**config.mk**
```make
export PLATFORM = sky130hd
export DESIGN_NAME = load_accum
export DESIGN_NICKNAME = d
export VERILOG_FILES = /design/src/rtl/acc_pkg.sv /design/src/rtl/acc_operand_mux.sv /design/src/rtl/acc_adder.sv /design/src/rtl/acc_word_reg.sv /design/src/rtl/load_accum.sv
export SDC_FILE = /design/constraint.sdc
export NUM_CORES = 1
export LEC_CHECK = 0
export ABC_CLOCK_PERIOD_IN_PS = 8100
export BUFFER_PORTS_ARGS = -buffer_cell sky130_fd_sc_hd__clkbuf_2
export CAP_MARGIN = 25
export CORE_AREA = 5 5 42 44
export CTS_CLUSTER_DIAMETER = 60
export DETAILED_ROUTE_END_ITERATION = 7
export DIE_AREA = 0 0 47 49
export PLACE_DENSITY = 0.76
export REMOVE_ABC_BUFFERS = 1
export SYNTH_ARGS = -nofsm -noshare
export SYNTH_HDL_FRONTEND = slang
export SYNTH_SLANG_ARGS = --single-unit
```
**constraint.sdc**
```tcl
create_clock -name clk -period 8.1 [get_ports clk]
set_input_delay 0.81 -clock clk [delete_from_list [all_inputs] [get_ports clk]]
set_output_delay 0.81 -clock clk [all_outputs]
set_load 0.02 [all_outputs]
```
**src/rtl/acc_pkg.sv**
```systemverilog
package acc_pkg;

  typedef enum logic [0:0] {
    ADD_BEHAV  = 1'b0,
    ADD_RIPPLE = 1'b1
  } adder_impl_e;

  function automatic logic full_sum(input logic a, input logic b, input logic c);
    return a ^ b ^ c;
  endfunction

  function automatic logic full_carry(input logic a, input logic b, input logic c);
    return (a & b) | (a & c) | (b & c);
  endfunction

endpackage

```
**src/rtl/acc_operand_mux.sv**
```systemverilog
module acc_operand_mux #(
  parameter int W = 8
) (
  input  logic         restart,
  input  logic [W-1:0] total,
  output logic [W-1:0] operand
);

  // Restart feeds zero so the adder passes the input word through unchanged.
  always_comb begin
    if (restart) operand = '0;
    else         operand = total;
  end

endmodule

```
**src/rtl/acc_adder.sv**
```systemverilog
module acc_adder #(
  parameter int                  W    = 8,
  parameter acc_pkg::adder_impl_e IMPL = acc_pkg::ADD_RIPPLE
) (
  input  logic [W-1:0] a,
  input  logic [W-1:0] b,
  output logic [W-1:0] sum
);

  generate
    if (IMPL == acc_pkg::ADD_RIPPLE) begin : g_ripple
      logic [W-1:0] carry;
      assign carry[0] = 1'b0;
      for (genvar i = 0; i < W; i++) begin : g_bit
        assign sum[i] = acc_pkg::full_sum(a[i], b[i], carry[i]);
        // The carry out of the top bit is dropped: modulo 2^W.
        if (i < W - 1) begin : g_c
          assign carry[i+1] = acc_pkg::full_carry(a[i], b[i], carry[i]);
        end
      end
    end else begin : g_behav
      assign sum = a + b;
    end
  endgenerate

endmodule

```
**src/rtl/acc_word_reg.sv**
```systemverilog
module acc_word_reg #(
  parameter int W = 8
) (
  input  logic         clk,
  input  logic         rst,
  input  logic         en,
  input  logic [W-1:0] d,
  output logic [W-1:0] q
);

  always_ff @(posedge clk) begin
    if (rst)     q <= '0;
    else if (en) q <= d;
  end

  a_r1_reset_clears: assert property (@(posedge clk) rst |=> (q == '0))
    else $error("R1: register not cleared after reset");

  a_r4_hold_when_idle: assert property (@(posedge clk) disable iff (rst)
    !en |=> $stable(q))
    else $error("R4: register changed without an accepted beat");

endmodule

```
**src/rtl/load_accum.sv**
```systemverilog
module load_accum #(
  parameter int                   W    = 8,
  parameter acc_pkg::adder_impl_e IMPL = acc_pkg::ADD_RIPPLE
) (
  input  logic         clk,
  input  logic         rst,
  input  logic         load,
  input  logic         in_valid,
  output logic         in_ready,
  input  logic [W-1:0] in_data,
  output logic [W-1:0] acc_out
);

  logic         take;
  logic [W-1:0] operand;
  logic [W-1:0] next_total;

  assign in_ready = 1'b1;
  assign take     = in_valid & in_ready;

  acc_operand_mux #(.W(W)) u_mux (
    .restart (load),
    .total   (acc_out),
    .operand (operand)
  );

  acc_adder #(.W(W), .IMPL(IMPL)) u_add (
    .a   (operand),
    .b   (in_data),
    .sum (next_total)
  );

  acc_word_reg #(.W(W)) u_reg (
    .clk (clk),
    .rst (rst),
    .en  (take),
    .d   (next_total),
    .q   (acc_out)
  );

  a_r2_load_captures: assert property (@(posedge clk) disable iff (rst)
    (in_valid && load) |=> (acc_out == $past(in_data)))
    else $error("R2: load did not capture the input word");

  a_r3_accumulates: assert property (@(posedge clk) disable iff (rst)
    (in_valid && !load) |=> (acc_out == W'($past(acc_out) + $past(in_data))))
    else $error("R3/R6: accumulate result wrong");

endmodule

```
==> results of run 1 <==
==> synthesized netlist by cell type (all sizes together) <==
| library cell | count |
|---|---|
| fa | 6 |
| nand2b | 1 |
| buf | 3 |
| nor2 | 7 |
| inv | 2 |
| dfxtp | 8 |
| o41ai | 1 |
| xor2 | 1 |
| ha | 1 |
| nor3b | 1 |
| a41oi | 1 |
| and2b | 7 |
| conb | 1 |
| mux2i | 7 |
==> worst max-delay path, cell delays in order <==
cell and delay (ps):
clkbuf_2 170, and2b_1 210, ha_1 180, fa_1 390, fa_1 390, fa_1 390
fa_1 390, fa_1 400, fa_1 390, xor2_1 200, a41oi_2 210, o41ai_2 90
==> through the flow <==
step	power, mW	instances
after floorplan	0.0650	44
after global placement	0.0758	79
after detailed placement	0.0769	79
after CTS	0.109	82
after global routing	0.115	82
final	0.106	82
==> kinds of logic (layout without fill, tap and decap cells) <==
kind of cell	Yosys count	in the layout	share of synthesized area, %
adder cells (fa/ha/maj)	7	7	24.5
flip-flops	8	8	29.6
other	1	1	0.694
AO/OA/AOI/OAI	2	2	6.02
buffers and inverters	5	24	5.09
multiplexers	7	7	13.0
XOR/XNOR	1	1	1.62
AND/OR/NAND/NOR	16	16	19.4
==> report_power, final <==
| part | internal (mW) | switching, mW |
|---|---|---|
| clock | 0.0170 | 0.0135 |
| combinational | 0.0129 | 0.0163 |
| sequential | 0.0433 | 0.00290 |
==> layer usage <==
metal | up-vias | GRT usage (%)
met2 | 15 | 16.1
li1 | 188 | -
met3 | 2 | 5.90
met5 | - | 0
met1 | 182 | 11.1
met4 | 0 | 2.76
==> final cells by class <==
type | count | area share (%)
inverters | 2 | 1.14
flip-flops and latches | 8 | 24.3
well taps | 16 | 3.04
clock buffers | 3 | 3.42
multi-input cells | 34 | 53.6
repair buffers | 19 | 14.4
==> layout by cell type (no fill, tap or decap), types with 2 or more instances in the layout <==
cell type | netlist | layout
nor2_1 | 7 | 7
inv_1 | 2 | 2
mux2i_1 | 7 | 7
clkbuf_2 | 0 | 19
and2b_1 | 7 | 7
clkbuf_4 | 0 | 3
dfxtp_1 | 8 | 8
fa_1 | 6 | 6
==> final timing paths <==
check               endpoint  slack [ps]  cells past startpoint        from
hold reg to reg   u_reg.q[0]         510                      2  u_reg.q[0]
setup / recovery  u_reg.q[7]        4020                     12        load
setup reg to reg  u_reg.q[7]        4490                     11  u_reg.q[0]
hold / removal    u_reg.q[0]         510                      2  u_reg.q[0]
==> results.cfg, run 1 <==
[cells_and_area]
regMostFlops = u_reg.q
n_antenna_cell = 0
final_util_pct = 47.0
nNetsFinal = 87
drive_gt1_share_pct = 39.4
reg.largest.list = u_reg.q (8)
fin_area_um2 = 658
largest_reg_flops = 8
n_fill_cell = 149
seq_area_um2 = 160
multi_input_area_um2 = 353
areaGrowthSynthToFinish_pct = 21.8

[power_and_ir_drop]
power_density_mw_per_mm2 = 161
power.static_leakage_nw = 0.359
ir_drop_mv = 0.0844

[global_route]
antenna_found_initial = 0
grt_start_max_net_pins = 11
grt_usage_pct = 10.1
grt_pass1_vias = 425
globalRoute.totalOverflow = 0
grt_pass1_wl_mm = 1.67

[synth]
synthCells = 47
ys_ff_latch = 8
synthesis.area_um2 = 541
synth.largest_area_cell = dfxtp_1
avgSynthCellArea_um2 = 11.5
synth_area_leaders = dfxtp_1, fa_1, mux2i_1, and2b_1, nor2_1
ys_types = 15
yosysWarnings = 0
ys_seq_area_share_pct = 29.6
netlist.area_leader.share_pct = 29.6

[die]
dieArea_mm2 = 0.00230
std_cell_rows = 14
io_pins = 21
initial_core_util_pct = 38.6
fp.dieH_um = 49
die_x_um = 47
fp.coreArea_mm2 = 0.00140

[critical_path]
end_kind = flip-flop
worstPathMaxFanout = 9
startpoint_type = primary input
required_ps = 8240
worst-setup-path-type = in -> reg
crit_arrival_ps = 4210

[clocking]
clkTransAtPathRegs_ps = 50
cts_tree = yes
cts_root_buf = clkbuf_4
clkLatencyLatePin_ps = 250
cts_buffers = 3
cts_setup_buffers = 0
cts_repair_resize_count = 0
htreeDepth = 1
clock_path_buffers = 2
cts-hold-fix-buffers = 0
clock-sinks = 8

[timing]
fmax_mhz = 245
fin_hold_ws_ps = 514
setup_ws_ps = 4020
finalSetupTns_ps = 0
setup_violations = 0
grt_setup_unrepaired = false
min_period_ps = 4080
drv_slew = 0
hold_viol = 0
skew_ps = 3.43
post-route-period-util_pct = 50.3

[status]
status = finished, final reports clean

[route]
ant_nets = 0
wl_met2_um = 519
wl_met3_um = 79
drc = 0
wl_per_cell_um = 11.8
drt-met1-wl_um = 354
num_vias = 387
via_per_inst = 4.72
drtIter0Drc = 3
highest_layer = met4
dr.pass1.iters = 4
totalWireLength_um = 966

[place]
dp_hpwl_um = 809
place_ws_ps = 3720
placed_area_um2 = 636
io_buffers = 19
place_congestion = 0.684

[worst_hold_path]
hp-class = reg -> reg

[run]
maxCapViolCount = 0
(Power assumes the default switching activity.)
==> run 2, diff against run 1 <==
- ABC_CLOCK_PERIOD_IN_PS: 8100 -> 3250
- CORE_AREA: 5 5 42 44 -> 5 5 43 45
- DIE_AREA: 0 0 47 49 -> 0 0 48 50
- clock period: 8.1 -> 3.25 ns (I/O delays scaled with it)
==> results.cfg, run 2 (synthesis results as in run 1) <==
[die]
dieArea_mm2 = 0.00240
fp.coreArea_mm2 = 0.00144
io_pins = 21
std_cell_rows = 14
initial_core_util_pct = 37.6
die_x_um = 48
fp.dieH_um = 50

[timing]
post-route-period-util_pct = 102
finalSetupTns_ps = -51.3
min_period_ps = 3300
skew_ps = 0.668
hold_viol = 0
setup_violations = 1
fmax_mhz = 303
setup_ws_ps = -51.3
drv_slew = 0
grt_setup_unrepaired = true
fin_hold_ws_ps = 411

[global_route]
use_met1_pct = 13.0
grt_pass1_wl_mm = 1.66
use_met3_pct = 2.18
grt_use_met2_pct = 14.5
antenna_found_initial = 0
grt_pass1_vias = 407
grt-busiest-layer = met2
grt_start_max_net_pins = 11
grt_usage_pct = 9.72
globalRoute.totalOverflow = 0

[cells_and_area]
final_common_cell = clkbuf_2
most-common-layout-cells = clkbuf_2, dfxtp_1, and2b_1, mux2i_1, nor2_1
drive_gt1_share_pct = 54.9
reg.largest.list = u_reg.q (8)
fin_area_um2 = 721
final_util_pct = 50.2
areaGrowthSynthToFinish_pct = 33.3
nNetsFinal = 92
n_fill_cell = 144
regMostFlops = u_reg.q
largest_reg_flops = 8
n_antenna_cell = 0

[power_and_ir_drop]
power_frac_seq_pct = 42.1
total_power_uw = 272
power.static_leakage_nw = 0.373
sw_frac_of_total_pct = 30.7
ir_drop_mv = 0.199
power.internal_uw = 189
p_comb_share_pct = 30.5
power_density_mw_per_mm2 = 378
switchingPower_uw = 83.6
clkPwrFrac_pct = 27.4

[place]
dp_hpwl_um = 886
io_buffers = 19
place_congestion = 0.660
placed_area_um2 = 673

[critical_path]
required_ps = 3380
worstPathMaxFanout = 2
worst-setup-path-type = reg -> reg
startpoint_type = flip-flop
crit_arrival_ps = 3430
end_kind = flip-flop

[clocking]
cts-hold-fix-buffers = 0
clock-sinks = 8
clkLatencyLatePin_ps = 250
cts_setup_buffers = 0
cts_root_buf = clkbuf_4
clock_path_buffers = 2
cts_tree = yes
htreeDepth = 1
cts_buffers = 3
clkTransAtPathRegs_ps = 50

[status]
violations = negative setup slack
status = complete, but fails checks

[route]
num_vias = 397
wl_per_cell_um = 12.0
drtIter0Drc = 0
dr.pass1.iters = 1
via_per_inst = 4.56
drc = 0
totalWireLength_mm = 1.04
ant_nets = 0

[run]
maxCapViolCount = 0

[worst_hold_path]
hp-class = in -> reg
run 2: changes by cell type in the layout (fill, tap and decap cells not counted):
cell	change
xor2_1	-1
fa_2	+6
fa_1	-6
xor2_2	+1
buf_4	+5
ha_2	+1
ha_1	-1
run 2: stage by stage:
stage | cells | setup WS, ps
6_report | 87 | -51.3
5_1_grt | 87 | -131
3_5_place_dp | 84 | -526
4_1_cts | 87 | -65.1
2_1_floorplan | 44 | -314
3_3_place_gp | 84 | -483
run 2: area by class of cell:
cell class              count  area [um2]  share of cell area [%]
flip-flops and latches      8         160                    22.2
inverters                   2        7.51                    1.04
multi-input cells          34         378                    52.4
well taps                  16        20.0                    2.78
repair buffers             24         133                    18.4
clock buffers               3        22.5                    3.13
run 2: final timing paths:
check | startpoint | endpoint | slack, ps | cells after the start
min | rst | u_reg.q[4] | 410 | 2
min reg2reg | u_reg.q[5] | u_reg.q[5] | 520 | 2
max | u_reg.q[0] | u_reg.q[7] | -50 | 11
max reg2reg | u_reg.q[0] | u_reg.q[7] | -50 | 11
run 2: power groups by stage:
stage	clock [mW]	combinational (mW)	sequential (mW)
floorplan	0	0.0343	0.128
global placement	0	0.0777	0.116
CTS	0.0804	0.0847	0.115
finish	0.0745	0.0831	0.114
detailed placement	0	0.0809	0.117
global route	0.0847	0.0927	0.116
run 2: worst max-delay path, cell delays in order (launching register included):
cell and delay, ps:
dfxtp_1 300, and2b_1 160, ha_2 170, fa_2 330, fa_2 350, fa_2 340, fa_2 350, fa_2 350
fa_2 360, xor2_2 200, a41oi_2 180, o41ai_2 90
run 2: timing repair:
| item | 4_1_cts | 5_1_grt |
|---|---|---|
| gates cloned | 0 | 0 |
| gates resized for setup | 8 | 0 |
| endpoints found under the setup margin | 2 | 1 |
| pin swaps | 1 | 0 |
run 2: metal layers:
metal / routed length, um / up-vias / part of all wire (%)
met5: 0 / - / 0
met1: 442 / 182 / 42
met3: 122 / 0 / 12
met4: 0 / 0 / 0
li1: - / 198 / -
met2: 477 / 17 / 46
